--- config.mk ---
export PLATFORM = sky130hd
export DESIGN_NAME = tmon_top
export DESIGN_NICKNAME = d
export VERILOG_FILES = /design/src/rtl/tmon_pkg.sv /design/src/rtl/tmon_ctrl.sv /design/src/rtl/tmon_datapath.sv /design/src/rtl/tmon_top.sv
export SDC_FILE = /design/constraint.sdc
export NUM_CORES = 1
export LEC_CHECK = 0
export BUFFER_PORTS_ARGS = -buffer_cell sky130_fd_sc_hd__buf_2
export CORE_MARGIN = 8
export CORE_UTILIZATION = 25
export DETAILED_ROUTE_END_ITERATION = 10
export SLEW_MARGIN = 40
export SYNTH_ARGS = -nofsm -noshare
export SYNTH_HDL_FRONTEND = slang
export SYNTH_SLANG_ARGS = --single-unit
--- constraint.sdc ---
create_clock -name clk -period 5.5 [get_ports clk]
set_input_delay 0.55 -clock clk [delete_from_list [all_inputs] [get_ports clk]]
set_output_delay 0.55 -clock clk [all_outputs]
set_load 0.005 [all_outputs]
--- src/rtl/tmon_pkg.sv ---
package tmon_pkg;
  localparam int REG_W   = 32;
  localparam int CNT_W   = 16;
  localparam int THR_W   = 16;
  localparam int PER_W   = 16;
  localparam int WIN_W   = 8;
  localparam int STATE_W = 3;
  localparam logic [STATE_W-1:0] ST_OVF = 3'd5;

  typedef struct packed {
    logic accumulate;
    logic windowEnd;
    logic stopping;
    logic halted;
  } tmonStrobes_t;
endpackage

--- src/rtl/tmon_ctrl.sv ---
module tmon_ctrl
  import tmon_pkg::*;
#(
  parameter int PRESCALE = 32
) (
  input  logic             clk,
  input  logic             rstN,
  input  logic             cfgStop,
  input  logic [PER_W-1:0] cfgPeriod,
  input  logic [WIN_W-1:0] cfgWindow,
  output tmonStrobes_t     strobes
);
  localparam int PRE_W = (PRESCALE > 1) ? $clog2(PRESCALE) : 1;

  logic             running;
  logic [PRE_W-1:0] preCnt;
  logic [PER_W-1:0] periodCnt;
  logic             cfgOk, stopReq, unitTick, inWindow, lastUnit, windowEnd;

  assign cfgOk     = (cfgPeriod != '0) && (cfgWindow != '0) && (PER_W'(cfgWindow) <= cfgPeriod);
  assign stopReq   = cfgStop || !cfgOk;
  assign unitTick  = (preCnt == PRE_W'(PRESCALE - 1));
  assign inWindow  = (periodCnt < PER_W'(cfgWindow));
  assign lastUnit  = (PER_W'(periodCnt + 1'b1) == PER_W'(cfgWindow));
  assign windowEnd = running && inWindow && unitTick && lastUnit;

  always_ff @(posedge clk or negedge rstN) begin
    if (!rstN) begin
      running   <= 1'b0;
      preCnt    <= '0;
      periodCnt <= '0;
    end else if (!running) begin
      preCnt    <= '0;
      periodCnt <= '0;
      running   <= !stopReq;
    end else if (stopReq && (!inWindow || windowEnd)) begin
      running   <= 1'b0;
      preCnt    <= '0;
      periodCnt <= '0;
    end else begin
      preCnt <= unitTick ? '0 : PRE_W'(preCnt + 1'b1);
      if (unitTick) begin
        periodCnt <= (PER_W'(periodCnt + 1'b1) == cfgPeriod) ? '0 : PER_W'(periodCnt + 1'b1);
      end
    end
  end

  assign strobes.accumulate = running && inWindow;
  assign strobes.windowEnd  = windowEnd;
  assign strobes.stopping   = stopReq;
  assign strobes.halted     = !running;
endmodule

--- src/rtl/tmon_datapath.sv ---
module tmon_datapath
  import tmon_pkg::*;
#(
  parameter int TICK_W = 4,
  parameter int ADDR_W = 3
) (
  input  logic               clk,
  input  logic               rstN,
  input  tmonStrobes_t       strobes,
  input  logic [TICK_W-1:0]  oscTicks,
  input  logic               regWe,
  input  logic [ADDR_W-1:0]  regAddr,
  input  logic [REG_W-1:0]   regWdata,
  output logic [REG_W-1:0]   regRdata,
  output logic               cfgStop,
  output logic [PER_W-1:0]   cfgPeriod,
  output logic [WIN_W-1:0]   cfgWindow,
  output logic               irq,
  output logic               dvfsReq,
  output logic               clkDivReq,
  output logic               thermRst,
  output logic               validFlag,
  output logic [STATE_W-1:0] stateCode,
  output logic [CNT_W-1:0]   countVal
);
  localparam logic [ADDR_W-1:0] A_CFG = ADDR_W'(0);
  localparam logic [ADDR_W-1:0] A_THA = ADDR_W'(1);
  localparam logic [ADDR_W-1:0] A_THB = ADDR_W'(2);
  localparam logic [ADDR_W-1:0] A_STS = ADDR_W'(3);
  localparam logic [ADDR_W-1:0] A_CNT = ADDR_W'(4);

  logic enDiv, enRst, enDvfs, irqEnOvf, irqEnDiv, irqEnRst;
  logic [THR_W-1:0] thLow, thMid, thHigh;
  logic [CNT_W-1:0] acc, satSum;
  logic [CNT_W:0]   sumWide;
  logic             ovf, irqSet, irqClr;
  logic [1:0]       lvlNew, effNew, effOld;

  // Saturating sum of the oscillator increments
  assign sumWide = {1'b0, acc} + (CNT_W + 1)'(oscTicks);
  assign satSum  = sumWide[CNT_W] ? '1 : sumWide[CNT_W-1:0];
  assign ovf     = (satSum == '1);
  assign lvlNew  = 2'(satSum >= thLow) + 2'(satSum >= thMid) + 2'(satSum >= thHigh);
  assign effNew  = ovf ? 2'd3 : lvlNew;
  assign effOld  = (stateCode == ST_OVF) ? 2'd3 : stateCode[1:0];

  // Upward crossings only, each gated by its enable (level 1 is unmasked)
  assign irqSet = strobes.windowEnd && !strobes.stopping &&
                  (((effOld < 2'd1) && (effNew >= 2'd1)) ||
                   ((effOld < 2'd2) && (effNew >= 2'd2) && irqEnDiv) ||
                   ((effOld < 2'd3) && (effNew == 2'd3) && irqEnRst) ||
                   (ovf && (stateCode != ST_OVF) && irqEnOvf));
  assign irqClr = regWe && (regAddr == A_STS) && regWdata[8];

  always_ff @(posedge clk or negedge rstN) begin
    if (!rstN) begin
      {cfgWindow, cfgPeriod} <= '0;
      {irqEnRst, irqEnDiv, irqEnOvf, enDvfs, enRst, enDiv, cfgStop} <= '0;
      {thMid, thLow} <= '0;
      thHigh <= '0;
    end else if (regWe) begin
      if (regAddr == A_CFG) begin
        cfgWindow <= regWdata[31:24];
        cfgPeriod <= regWdata[23:8];
        {irqEnRst, irqEnDiv, irqEnOvf, enDvfs, enRst, enDiv, cfgStop} <= regWdata[6:0];
      end
      if (regAddr == A_THA) {thMid, thLow} <= regWdata;
      if (regAddr == A_THB) thHigh <= regWdata[15:0];
    end
  end

  always_ff @(posedge clk or negedge rstN) begin
    if (!rstN) begin
      acc       <= '0;
      countVal  <= '0;
      stateCode <= '0;
      validFlag <= 1'b0;
      irq       <= 1'b0;
    end else begin
      if (strobes.halted || strobes.windowEnd) acc <= '0;
      else if (strobes.accumulate)             acc <= satSum;

      if (strobes.halted) begin
        stateCode <= '0;
        validFlag <= 1'b0;
      end else if (strobes.windowEnd) begin
        countVal  <= satSum;
        validFlag <= !strobes.stopping;
        stateCode <= strobes.stopping ? '0 : (ovf ? ST_OVF : {1'b0, lvlNew});
      end

      if (irqSet)      irq <= 1'b1;
      else if (irqClr) irq <= 1'b0;
    end
  end

  assign dvfsReq   = validFlag && enDvfs && (effOld >= 2'd1);
  assign clkDivReq = validFlag && enDiv  && (effOld >= 2'd2);
  assign thermRst  = validFlag && enRst  && (effOld == 2'd3);

  always_comb begin
    regRdata = '0;
    case (regAddr)
      A_CFG:   regRdata = {cfgWindow, cfgPeriod, 1'b0,
                           irqEnRst, irqEnDiv, irqEnOvf, enDvfs, enRst, enDiv, cfgStop};
      A_THA:   regRdata = {thMid, thLow};
      A_THB:   regRdata = {16'h0, thHigh};
      A_STS:   regRdata = {22'h0, validFlag, irq, 5'h0, stateCode};
      A_CNT:   regRdata = {countVal, 16'h0};
      default: regRdata = '0;
    endcase
  end
endmodule

--- src/rtl/tmon_top.sv ---
module tmon_top
  import tmon_pkg::*;
#(
  parameter int PRESCALE = 32,
  parameter int TICK_W   = 4
) (
  input  logic              clk,
  input  logic              rstN,
  input  logic [TICK_W-1:0] oscTicks,
  input  logic              regWe,
  input  logic [2:0]        regAddr,
  input  logic [31:0]       regWdata,
  output logic [31:0]       regRdata,
  output logic              irq,
  output logic              dvfsReq,
  output logic              clkDivReq,
  output logic              thermRst
);
  tmonStrobes_t       strobes;
  logic               cfgStop;
  logic [PER_W-1:0]   cfgPeriod;
  logic [WIN_W-1:0]   cfgWindow;
  logic               validFlag;
  logic [STATE_W-1:0] stateCode;
  logic [CNT_W-1:0]   countVal;

  tmon_ctrl #(.PRESCALE(PRESCALE)) u_ctrl (
    .clk(clk), .rstN(rstN), .cfgStop(cfgStop), .cfgPeriod(cfgPeriod),
    .cfgWindow(cfgWindow), .strobes(strobes)
  );

  tmon_datapath #(.TICK_W(TICK_W), .ADDR_W(3)) u_dp (
    .clk(clk), .rstN(rstN), .strobes(strobes), .oscTicks(oscTicks),
    .regWe(regWe), .regAddr(regAddr), .regWdata(regWdata), .regRdata(regRdata),
    .cfgStop(cfgStop), .cfgPeriod(cfgPeriod), .cfgWindow(cfgWindow),
    .irq(irq), .dvfsReq(dvfsReq), .clkDivReq(clkDivReq), .thermRst(thermRst),
    .validFlag(validFlag), .stateCode(stateCode), .countVal(countVal)
  );
endmodule

==> results_tabular.tex, run 1 <==
\begin{tabular}{lr}
\hline
Metric & Value \\
\hline
\multicolumn{2}{l}{\textbf{STA}} \\
\quad Accumulated negative setup slack & 0 ns \\
\quad Upper clock frequency limit & 0.213 GHz \\
\quad Time the final worst path needs with I/O delays and setup & 4.70 ns \\
\quad Final count of negative-setup-slack endpoints & 0 \\
\quad Number of max-slew violations in the final report & 0 \\
\quad Max transition margin & 0.421 \\
\quad Minimum setup slack in the final design & 0.800 ns \\
\quad Hold slack & -0.00362 ns \\
\quad Largest clock skew in the final design & 0.0151 ns \\
\quad Final period util & 0.855 \\
\quad Transition time at the pin with the least slew margin & 0.859 ns \\
\quad Unrepaired setup endpoints after global routing & false \\
\quad Final hold violation count & 4 \\
\multicolumn{2}{l}{\textbf{Critical path}} \\
\quad Data arrival at the endpoint of the critical path & 5.01 ns \\
\quad Largest delay contributor family on the critical path & compound AO/OA/AOI/OAI gates \\
\quad Cell breakdown of the critical path & ha\_1 -> fa\_1 -> a211o\_1 -> and2\_0 -> a21oi\_1 -> ha\_1 -> nand2b\_1 -> a21o\_1 -> a21o\_1 -> a21o\_1 -> a21oi\_1 -> o21ai\_0 -> a21o\_1 -> fa\_1 -> and3\_1 -> o21ai\_0 -> o31a\_1 -> o21ai\_0 \\
\quad Reg-to-reg slack, setup & 0.80 ns \\
\quad Critical Path End Type & flop \\
\quad Stage delay of the slowest cell on the critical path & 0.49 ns \\
\quad Cell mode on critical path & a21o\_1 \\
\quad Critical-path top delay cell & a21oi\_1 \\
\quad Number of buffers and inverters on the critical path & 0 \\
\quad Category of the most critical setup path & flop to flop \\
\quad Crit path launch type & flop \\
\quad Worst R2R End & u\_dp.irq \\
\quad Maximum fanout along the worst path & 8 \\
\quad Number of stages on the worst setup path & 18 \\
\quad Startpoint of the lowest-slack register-to-register path & u\_dp.acc[0] \\
\quad Path depth of the worst reg2reg path & 18 \\
\quad Worst endpoint required time & 5.81 ns \\
\multicolumn{2}{l}{\textbf{Clock network}} \\
\quad Library cell used as clock root buffer & clkbuf\_16 \\
\quad Source-to-sink clock delay at the later pin of the worst-skew pair & 0.44 ns \\
\quad CTS tree & yes \\
\quad Setup Fix Bufs, Post-CTS & 0 \\
\quad CTS buffer count & 17 \\
\quad Post-CTS clock slew at the launch and capture registers of the worst setup and hold paths & 0.07 ns \\
\quad Clock Sinks & 138 \\
\quad Clock Path Buffers & 2 \\
\quad Depth of the CTS H-tree & 4 \\
\quad Count of hold-fix buffers inserted at cts & 0 \\
\quad Number of gates given a new drive strength after cts & 0 \\
\multicolumn{2}{l}{\textbf{Min path}} \\
\quad Tightest Hold Check Type & primary input to asynchronous set/reset pin \\
\multicolumn{2}{l}{\textbf{Placed design}} \\
\quad DP Wirelength & 23700 um \\
\quad Number of buffer cells added on primary ports & 77 \\
\quad Placed Instance Area & 10400 um\^{}2 \\
\quad Number of instances in the placed design & 1607 \\
\quad RD Place Congestion & 0.907 \\
\quad Pre-CTS setup slack & 0.547 ns \\
\multicolumn{2}{l}{\textbf{Power and ir drop}} \\
\quad Worst vdd rail ir drop & 0.220 mV \\
\quad Internal power & 2.51 mW \\
\quad Power per cell area & 380 nW/um\^{}2 \\
\quad Power share of the sequential group & 0.343 \\
\quad Switching power share of the total & 0.400 \\
\quad Clock group share of total power & 0.268 \\
\quad Part of the power in combinational logic & 0.389 \\
\quad Leakage power figure & 5.07 nW \\
\quad Final Total Pwr & 4.18 mW \\
\quad Net Sw Power & 1.67 mW \\
\multicolumn{2}{l}{\textbf{Routing}} \\
\quad Final antenna-violating net count & 0 \\
\quad Ratio of routed vias to standard cells & 5.06 \\
\quad Detailed Route Iter0 Violations & 748 \\
\quad Residual DRC & 0 \\
\quad Total via count in the routed design & 8296 \\
\quad Number of detailed-routing iterations run before antenna repair & 5 \\
\quad Post-DR wirelength/cell & 19.0 um \\
\quad Wire length after detailed routing & 31200 um \\
\multicolumn{2}{l}{\textbf{Floorplan}} \\
\quad Count of standard-cell rows & 71 \\
\quad Starting density of the core & 0.253 \\
\quad DIE WIDTH & 211 um \\
\quad Height of the die & 211 um \\
\quad Area of the die & 44600 um\^{}2 \\
\quad Core region area & 37600 um\^{}2 \\
\quad Number of placed I/O pins & 78 \\
\multicolumn{2}{l}{\textbf{Global routing}} \\
\quad GR Util All Layers & 0.139 \\
\quad Number of antenna violations at the first check in global routing & 0 \\
\quad Vias in the first global route & 8307 \\
\quad GR met1 Demand/Resource & 0.176 \\
\quad First-pass GRT wire length & 48500 um \\
\quad Pin count of the biggest net entering global routing & 71 \\
\quad Total overflow reported by the global router & 0 \\
\quad Met2 GRT Util & 0.240 \\
\quad Busiest layer in global routing & met2 \\
\quad Met3 GRT Util & 0.0243 \\
\multicolumn{2}{l}{\textbf{Layout}} \\
\quad Number of standard cells in the final layout excluding fillers & 1639 \\
\quad Area delta synth->final & 15.6\% \\
\quad Cell area after layout & 11000 um\^{}2 \\
\quad Most common cell after layout, fill and taps aside & dfrtp\_1 \\
\quad Fill cell count & 3985 \\
\quad FF+latch area & 3450 um\^{}2 \\
\quad Number of diodes & 0 \\
\quad Final Core Density & 0.293 \\
\quad Area of combinational cells with multiple inputs & 5550 um\^{}2 \\
\quad Share of final-layout standard cells stronger than drive strength 1 & 0.163 \\
\quad Most frequent cells in the layout & dfrtp\_1, nand2\_1, o21ai\_0, nor2\_1, buf\_2 \\
\quad Net total in the final layout & 1230 \\
\multicolumn{2}{l}{\textbf{Yosys}} \\
\quad Cell area after synthesis & 9520 um\^{}2 \\
\quad Synthesized net count & 1180 \\
\quad Post-synthesis sequential element count & 138 \\
\quad Top post-synthesis cells by area & dfrtp\_1, ha\_1, o21ai\_0 \\
\quad Top flip-flop cell by instance count after synthesis & dfrtp\_1 \\
\quad Synthesized area per cell & 8.94 um\^{}2 \\
\quad Warnings from Yosys & 0 \\
\quad Async S/R FF share, synth & 1.00 \\
\quad Cell type with the largest total area after synthesis & dfrtp\_1 \\
\quad Post-synth EDFFs & 0 \\
\quad Post-synth top area share & 0.363 \\
\quad Netlist cell types & 71 \\
\quad Cells after Synth & 1065 \\
\quad Sequential cell area fraction in the yosys report & 0.363 \\
\multicolumn{2}{l}{\textbf{Run status}} \\
\quad Result of the run & complete, but fails checks \\
\quad Violations in the final reports & negative hold slack \\
\multicolumn{2}{l}{\textbf{Job}} \\
\quad Maximum capacitance violations & 0 \\
\hline
\end{tabular}
## state kept, by name, indices dropped and copies added, names as in the netlist
register	flops
u_ctrl.periodCnt	16
u_ctrl.preCnt	5
u_ctrl.running	1
u_dp.acc	16
u_dp.cfgPeriod	16
u_dp.cfgStop	1
u_dp.cfgWindow	8
u_dp.countVal	16
u_dp.enDiv	1
u_dp.enDvfs	1
u_dp.enRst	1
u_dp.irq	1
u_dp.irqEnDiv	1
u_dp.irqEnOvf	1
u_dp.irqEnRst	1
u_dp.stateCode	3
u_dp.thHigh	16
u_dp.thLow	16
u_dp.thMid	16
u_dp.validFlag	1
## power groups by stage
stage	sequential (mW)	combinational (mW)	clock, mW
floorplan	1.35	1.16	0
global placement	1.44	1.57	0
detailed placement	1.45	1.62	0
CTS	1.43	1.63	1.14
global route	1.45	1.84	1.18
finish	1.44	1.63	1.12
## routing by layer
metal  up-vias  part of all wire
li1       3891                 -
met1      4072              0.43
met2       291              0.49
met3        42             0.050
met4         0             0.023
met5         -                 0
## area by class of cell
cell class / instances / share of cell area
well taps: 511 / 0.0581
flip-flops and latches: 138 / 0.314
clock buffers: 17 / 0.0387
inverters: 73 / 0.0249
clock inverters: 15 / 0.0118
repair buffers: 91 / 0.0475
multi-input cells: 794 / 0.505
## synth_stat cells (6+ instances only)
cell type and n:
mux2i_1 33, ha_1 71, and4_1 6, nor3_1 26, a21oi_1 73, mux2_2 28
nor3b_1 6, nand3_1 29, mux2_4 9, or4_1 7, nand2b_1 7, and3_1 14
nor4_1 8, a211oi_1 10, buf_2 9, nor2_1 88, nor2b_1 10, o21a_1 6
o21ai_0 90, nand2_1 111, clkbuf_1 40, a21o_1 29, dfrtp_1 138, nand4_1 20
xor2_1 15, xnor2_1 18, inv_1 73
## cells by family (layout without fill, tap and decap cells)
logic type | count (synthesis) | in the layout | synth area share
compound gates | 256 | 256 | 0.164
xor+xnor | 37 | 37 | 0.0400
fa+ha+maj | 73 | 73 | 0.0976
buf+inv | 133 | 196 | 0.0572
flops | 138 | 138 | 0.363
mux | 75 | 75 | 0.0939
simple gates | 353 | 353 | 0.184
## worst max path at each step
stage,startpoint,endpoint,slack (ns)
after floorplan,oscTicks[0],u_dp.irq,1.10
after global placement,oscTicks[0],u_dp.irq,0.66
after detailed placement,oscTicks[0],u_dp.irq,0.55
after CTS,u_dp.acc[0],u_dp.irq,0.82
after global routing,u_dp.acc[0],u_dp.irq,0.44
final,u_dp.acc[0],u_dp.irq,0.80
Note: power is estimated with default switching activity, not from simulation.
==> run 2: changes to the inputs <==
HOLD_SLACK_MARGIN = 0.02   (was default)
==> run 2 against run 1 <==
The flow now finishes without violations. Critical endpoint unchanged. Via count fell by 0.31%. Largest power group unchanged. Cell count barely moved. Combinational power barely moved. Final area barely moved.
==> results_tabular.tex, run 2 (synthesized netlist as in run 1, its figures left out) <==
\begin{tabular}{lr}
\hline
Metric & Value \\
\hline
\multicolumn{2}{l}{\textbf{Run status}} \\
\quad Result of the run & finished clean \\
\multicolumn{2}{l}{\textbf{Power and ir drop}} \\
\quad Part of the power in combinational logic & 0.389 \\
\quad Leakage power figure & 5.08 nW \\
\quad Net Sw Power & 1.67 mW \\
\quad Power share of the sequential group & 0.343 \\
\quad Clock group share of total power & 0.268 \\
\quad Final Total Pwr & 4.18 mW \\
\quad Switching power share of the total & 0.400 \\
\quad Internal power & 2.51 mW \\
\quad Power per cell area & 380 nW/um\^{}2 \\
\quad Worst vdd rail ir drop & 0.220 mV \\
\multicolumn{2}{l}{\textbf{Placed design}} \\
\quad DP Wirelength & 23700 um \\
\quad RD Place Congestion & 0.907 \\
\quad Number of instances in the placed design & 1607 \\
\quad Number of buffer cells added on primary ports & 77 \\
\quad Pre-CTS setup slack & 0.547 ns \\
\multicolumn{2}{l}{\textbf{Critical path}} \\
\quad Worst endpoint required time & 5.80 ns \\
\quad Crit path launch type & flop \\
\quad Data arrival at the endpoint of the critical path & 5.02 ns \\
\quad Origin of the worst setup path & u\_dp.acc[0] \\
\quad Category of the most critical setup path & flop to flop \\
\quad Critical Path End Type & flop \\
\quad Startpoint of the lowest-slack register-to-register path & u\_dp.acc[0] \\
\quad Maximum fanout along the worst path & 8 \\
\multicolumn{2}{l}{\textbf{STA}} \\
\quad Minimum setup slack in the final design & 0.777 ns \\
\quad Final hold violation count & 0 \\
\quad Largest clock skew in the final design & 0.0138 ns \\
\quad Final period util & 0.859 \\
\quad Number of max-slew violations in the final report & 0 \\
\quad Final count of negative-setup-slack endpoints & 0 \\
\quad Upper clock frequency limit & 0.212 GHz \\
\quad Time the final worst path needs with I/O delays and setup & 4.72 ns \\
\quad Unrepaired setup endpoints after global routing & false \\
\quad Transition time at the pin with the least slew margin & 0.869 ns \\
\quad Max transition margin & 0.415 \\
\quad Accumulated negative setup slack & 0 ns \\
\multicolumn{2}{l}{\textbf{Layout}} \\
\quad Net total in the final layout & 1231 \\
\quad Number of standard cells in the final layout excluding fillers & 1640 \\
\quad Area delta synth->final & 15.7\% \\
\quad Final Core Density & 0.293 \\
\quad Share of final-layout standard cells stronger than drive strength 1 & 0.163 \\
\quad Most common cell after layout, fill and taps aside & dfrtp\_1 \\
\quad Number of diodes & 0 \\
\quad Most frequent cells in the layout & dfrtp\_1, nand2\_1, o21ai\_0, nor2\_1, buf\_2 \\
\multicolumn{2}{l}{\textbf{Routing}} \\
\quad Detailed Route Iter0 Violations & 696 \\
\quad Residual DRC & 0 \\
\quad Final antenna-violating net count & 0 \\
\quad Post-DR wirelength/cell & 19.0 um \\
\quad Wire length after detailed routing & 31200 um \\
\quad Total via count in the routed design & 8270 \\
\quad Ratio of routed vias to standard cells & 5.04 \\
\quad Number of detailed-routing iterations run before antenna repair & 5 \\
\multicolumn{2}{l}{\textbf{Clock network}} \\
\quad Clock Path Buffers & 2 \\
\quad Depth of the CTS H-tree & 4 \\
\quad Source-to-sink clock delay at the later pin of the worst-skew pair & 0.43 ns \\
\quad Library cell used as clock root buffer & clkbuf\_16 \\
\quad Clock Sinks & 138 \\
\quad CTS buffer count & 17 \\
\quad Number of gates given a new drive strength after cts & 0 \\
\quad CTS tree & yes \\
\quad Post-CTS clock slew at the launch and capture registers of the worst setup and hold paths & 0.07 ns \\
\quad Setup Fix Bufs, Post-CTS & 0 \\
\multicolumn{2}{l}{\textbf{Min path}} \\
\quad Hold path startpoint & regWdata[3] \\
\quad Tightest Hold Check Type & primary input to flop \\
\multicolumn{2}{l}{\textbf{Floorplan}} \\
\quad Number of placed I/O pins & 78 \\
\quad DIE WIDTH & 211 um \\
\quad Height of the die & 211 um \\
\quad Core region area & 37600 um\^{}2 \\
\quad Area of the die & 44600 um\^{}2 \\
\quad Count of standard-cell rows & 71 \\
\quad Starting density of the core & 0.253 \\
\multicolumn{2}{l}{\textbf{Global routing}} \\
\quad First-pass GRT wire length & 48500 um \\
\quad GR Util All Layers & 0.139 \\
\quad Total overflow reported by the global router & 0 \\
\quad Pin count of the biggest net entering global routing & 71 \\
\quad Number of antenna violations at the first check in global routing & 0 \\
\quad Vias in the first global route & 8313 \\
\multicolumn{2}{l}{\textbf{Job}} \\
\quad Maximum capacitance violations & 0 \\
\hline
\end{tabular}
[run 2: cell count changes in the layout (fill, tap and decap cells not counted)]
cell / before / now
dlygate4sd3_1: 0 / 1
[run 2: cell type report]
cell class                 instances  area [um^2]
clock buffer                      17          425
clock inverter                    15          130
fill                            3984        26600
inverter                          73          274
multi-input combinational        794         5550
sequential                       138         3450
tap                              511          639
timing repair buffer              92          533
[run 2: final timing paths]
path	end	slack, ns	cells after the start
setup / recovery	u_dp.irq	0.78	18
hold / removal	u_dp.thLow[3]	0.35	3
setup reg to reg	u_dp.irq	0.78	18
hold reg to reg	u_ctrl.preCnt[0]	0.47	1
max in group asynchronous	u_dp.thLow[7]	4.14	3
min in group asynchronous	u_dp.thHigh[13]	0.60	2
[run 2: per-layer routing]
metal | GRT usage | wire [um] | up-vias
met4 | 0.0410 | 740 | 0
met5 | 0 | 0 | -
met2 | 0.240 | 15300 | 240
li1 | - | - | 3891
met3 | 0.0243 | 1330 | 45
met1 | 0.176 | 13800 | 4094
[run 2: power by group through the flow]
stage / Sequential, mW / Clock (mW) / Combinational, mW
2_1_floorplan: 1.35 / 0 / 1.16
3_3_place_gp: 1.44 / 0 / 1.57
3_5_place_dp: 1.45 / 0 / 1.62
4_1_cts: 1.43 / 1.14 / 1.63
5_1_grt: 1.45 / 1.18 / 1.84
6_report: 1.43 / 1.12 / 1.63
[run 2: worst max-delay path, cell delays in order, from the launching register on]
cell and delay, ns:
dfrtp_1 0.40, ha_1 0.21, fa_1 0.41, a211o_1 0.35, and2_0 0.28, a21oi_1 0.49, ha_1 0.32, nand2b_1 0.14
a21o_1 0.17, a21o_1 0.17, a21o_1 0.17, a21oi_1 0.13, o21ai_0 0.14, a21o_1 0.20, fa_1 0.45, and3_1 0.17
o21ai_0 0.14, o31a_1 0.16, o21ai_0 0.10
[run 2: repair_timing]
| action | 4_1_cts | 5_1_grt |
|---|---|---|
| setup endpoints to repair | 0 | 0 |
| endpoints found under the hold margin | 35 | 0 |
| hold buffers | 1 | 0 |
[run 2: metrics by stage]
stage                     hold slack (ns)  area (um^2)
after floorplan                     0.254         9520
after global placement              0.456        10400
after detailed placement            0.458        10400
after CTS                           0.336        11000
after global routing                0.345        11000
final                               0.347        11000
==> run 3: changes to the inputs <==
BUFFER_PORTS_ARGS = default   (was -buffer_cell sky130_fd_sc_hd__buf_2)
DONT_BUFFER_PORTS = 1   (was default)
REMOVE_ABC_BUFFERS = 1   (was default)
==> run 3 against run 2 <==
Clock power about the same. Wire length decreased by 0.61%. Utilization decreased by 1.0 points. Critical path depth unchanged. Setup slack improved by 0.10 ns. Sequential power about the same. Critical path type unchanged. Largest power group unchanged. Highest routed layer unchanged.
==> results_tabular.tex, run 3 (synthesized netlist as in run 1, its figures left out) <==
\begin{tabular}{lr}
\hline
Metric & Value \\
\hline
\multicolumn{2}{l}{\textbf{Critical path}} \\
\quad Stage delay of the slowest cell on the critical path & 0.50 ns \\
\quad Crit path launch type & flop \\
\quad Maximum fanout along the worst path & 8 \\
\quad Critical-path top delay cell & a21oi\_1 \\
\quad Data arrival at the endpoint of the critical path & 4.93 ns \\
\quad Largest delay contributor family on the critical path & compound AO/OA/AOI/OAI gates \\
\quad Cell mode on critical path & a21o\_1 \\
\quad Category of the most critical setup path & flop to flop \\
\quad Worst endpoint required time & 5.81 ns \\
\quad Reg-to-reg slack, setup & 0.88 ns \\
\quad Cell breakdown of the critical path & ha\_1 -> fa\_1 -> a211o\_1 -> and2\_0 -> a21oi\_1 -> ha\_1 -> nand2b\_1 -> a21o\_1 -> a21o\_1 -> a21o\_1 -> a21oi\_1 -> o21ai\_0 -> a21o\_1 -> fa\_1 -> and3\_1 -> o21ai\_0 -> o31a\_1 -> o21ai\_0 \\
\quad Number of buffers and inverters on the critical path & 0 \\
\quad Critical Path End Type & flop \\
\multicolumn{2}{l}{\textbf{STA}} \\
\quad Minimum setup slack in the final design & 0.880 ns \\
\quad Transition time at the pin with the least slew margin & 0.796 ns \\
\quad Number of max-slew violations in the final report & 0 \\
\quad Largest clock skew in the final design & 0.0120 ns \\
\quad Unrepaired setup endpoints after global routing & false \\
\quad Accumulated negative setup slack & 0 ns \\
\quad Final count of negative-setup-slack endpoints & 0 \\
\quad Hold slack & 0.238 ns \\
\quad Final hold violation count & 0 \\
\quad Time the final worst path needs with I/O delays and setup & 4.62 ns \\
\quad Upper clock frequency limit & 0.216 GHz \\
\quad Final period util & 0.840 \\
\quad Max transition margin & 0.456 \\
\multicolumn{2}{l}{\textbf{Routing}} \\
\quad WL met3 & 1960 um \\
\quad Post-DR wirelength/cell & 19.9 um \\
\quad Ratio of routed vias to standard cells & 5.06 \\
\quad Final antenna-violating net count & 0 \\
\quad DRT met1 WL & 13600 um \\
\quad Highest routed layer & met4 \\
\quad Total via count in the routed design & 7887 \\
\quad Residual DRC & 0 \\
\quad Detailed Route Iter0 Violations & 633 \\
\quad Met2 routed wirelength & 14900 um \\
\quad Number of detailed-routing iterations run before antenna repair & 5 \\
\quad Wire length after detailed routing & 31000 um \\
\multicolumn{2}{l}{\textbf{Clock network}} \\
\quad Source-to-sink clock delay at the later pin of the worst-skew pair & 0.43 ns \\
\quad Library cell used as clock root buffer & clkbuf\_16 \\
\quad Clock Sinks & 138 \\
\quad CTS buffer count & 17 \\
\quad CTS tree & yes \\
\quad Clock Path Buffers & 2 \\
\quad Depth of the CTS H-tree & 4 \\
\quad Post-CTS clock slew at the launch and capture registers of the worst setup and hold paths & 0.07 ns \\
\multicolumn{2}{l}{\textbf{Global routing}} \\
\quad Vias in the first global route & 7648 \\
\quad First-pass GRT wire length & 47600 um \\
\quad Number of antenna violations at the first check in global routing & 0 \\
\quad Pin count of the biggest net entering global routing & 139 \\
\quad Total overflow reported by the global router & 0 \\
\quad GR Util All Layers & 0.139 \\
\multicolumn{2}{l}{\textbf{Floorplan}} \\
\quad Height of the die & 211 um \\
\quad Count of standard-cell rows & 71 \\
\quad Number of placed I/O pins & 78 \\
\quad DIE WIDTH & 211 um \\
\quad Core region area & 37600 um\^{}2 \\
\quad Starting density of the core & 0.253 \\
\quad Area of the die & 44600 um\^{}2 \\
\multicolumn{2}{l}{\textbf{Layout}} \\
\quad Most frequent cells in the layout & dfrtp\_1, nand2\_1, o21ai\_0, nor2\_1 \\
\quad Number of diodes & 0 \\
\quad Share of final-layout standard cells stronger than drive strength 1 & 0.0991 \\
\quad Most common cell after layout, fill and taps aside & dfrtp\_1 \\
\quad Net total in the final layout & 1151 \\
\quad Fill cell count & 3934 \\
\quad Final Core Density & 0.283 \\
\quad Number of standard cells in the final layout excluding fillers & 1560 \\
\quad Area delta synth->final & 11.7\% \\
\quad Cell area after layout & 10600 um\^{}2 \\
\multicolumn{2}{l}{\textbf{Placed design}} \\
\quad Number of buffer cells added on primary ports & 0 \\
\quad RD Place Congestion & 0.862 \\
\quad Placed Instance Area & 10000 um\^{}2 \\
\quad Number of instances in the placed design & 1525 \\
\quad Pre-CTS setup slack & 0.652 ns \\
\quad DP Wirelength & 23200 um \\
\multicolumn{2}{l}{\textbf{Min path}} \\
\quad Tightest Hold Check Type & primary input to flop \\
\multicolumn{2}{l}{\textbf{Power and ir drop}} \\
\quad Net Sw Power & 1.57 mW \\
\quad Leakage power figure & 4.72 nW \\
\quad Part of the power in combinational logic & 0.377 \\
\quad Final Total Pwr & 4.08 mW \\
\quad Worst vdd rail ir drop & 0.253 mV \\
\quad Power per cell area & 384 nW/um\^{}2 \\
\quad Clock group share of total power & 0.274 \\
\quad Internal power & 2.51 mW \\
\quad Power share of the sequential group & 0.350 \\
\quad Switching power share of the total & 0.384 \\
\multicolumn{2}{l}{\textbf{Run status}} \\
\quad Result of the run & finished clean \\
\multicolumn{2}{l}{\textbf{Job}} \\
\quad Maximum capacitance violations & 0 \\
\hline
\end{tabular}
run 3: changes by cell type in the layout (fill, tap and decap cells not counted), moves of 2 or more:
cell        before  now
buf_2           75    0
buf_4           14    8
inv_6            6    2
inv_8            4    1
clkinvlp_4       3    5
run 3: path summary, 6_finish.rpt:
check	start	endpoint	cells after the start
worst max-delay path	u_dp.acc[0]	u_dp.irq	18
worst min-delay path	regWdata[7]	u_dp.thHigh[7]	2
worst max register to register	u_dp.acc[0]	u_dp.irq	18
worst min register to register	u_ctrl.preCnt[0]	u_ctrl.preCnt[0]	1
max in group asynchronous	rstN	u_dp.acc[4]	3
min in group asynchronous	rstN	u_ctrl.periodCnt[5]	2
run 3: area by class of cell:
| class | instances | area [um^2] | share of cell area |
|---|---|---|---|
| Clock buffer | 19 | 443 | 0.0417 |
| Inverter | 73 | 274 | 0.0258 |
| Clock inverter | 13 | 120 | 0.0113 |
| Multi-Input combinational cell | 794 | 5560 | 0.523 |
| Sequential cell | 138 | 3450 | 0.325 |
| Timing Repair Buffer | 12 | 136 | 0.0128 |
| Tap cell | 511 | 639 | 0.0602 |
run 3: timing repair:
action,CTS,global route
hold endpoints to repair,138,36
resized for setup,0,0
setup buffers,0,0
hold buffers,1,1
run 3: power groups by stage:
| stage | registers [mW] | logic, mW | clock network (mW) |
|---|---|---|---|
| global route | 1.45 | 1.75 | 1.18 |
| CTS | 1.42 | 1.54 | 1.14 |
| global placement | 1.43 | 1.45 | 0 |
| finish | 1.43 | 1.54 | 1.12 |
| detailed placement | 1.44 | 1.50 | 0 |
| floorplan | 1.36 | 1.13 | 0 |
run 3: metal layers:
metal / up-vias / track usage
li1: 3735 / -
met1: 3923 / 0.174
met2: 196 / 0.230
met3: 33 / 0.0372
met4: 0 / 0.0425
met5: - / 0
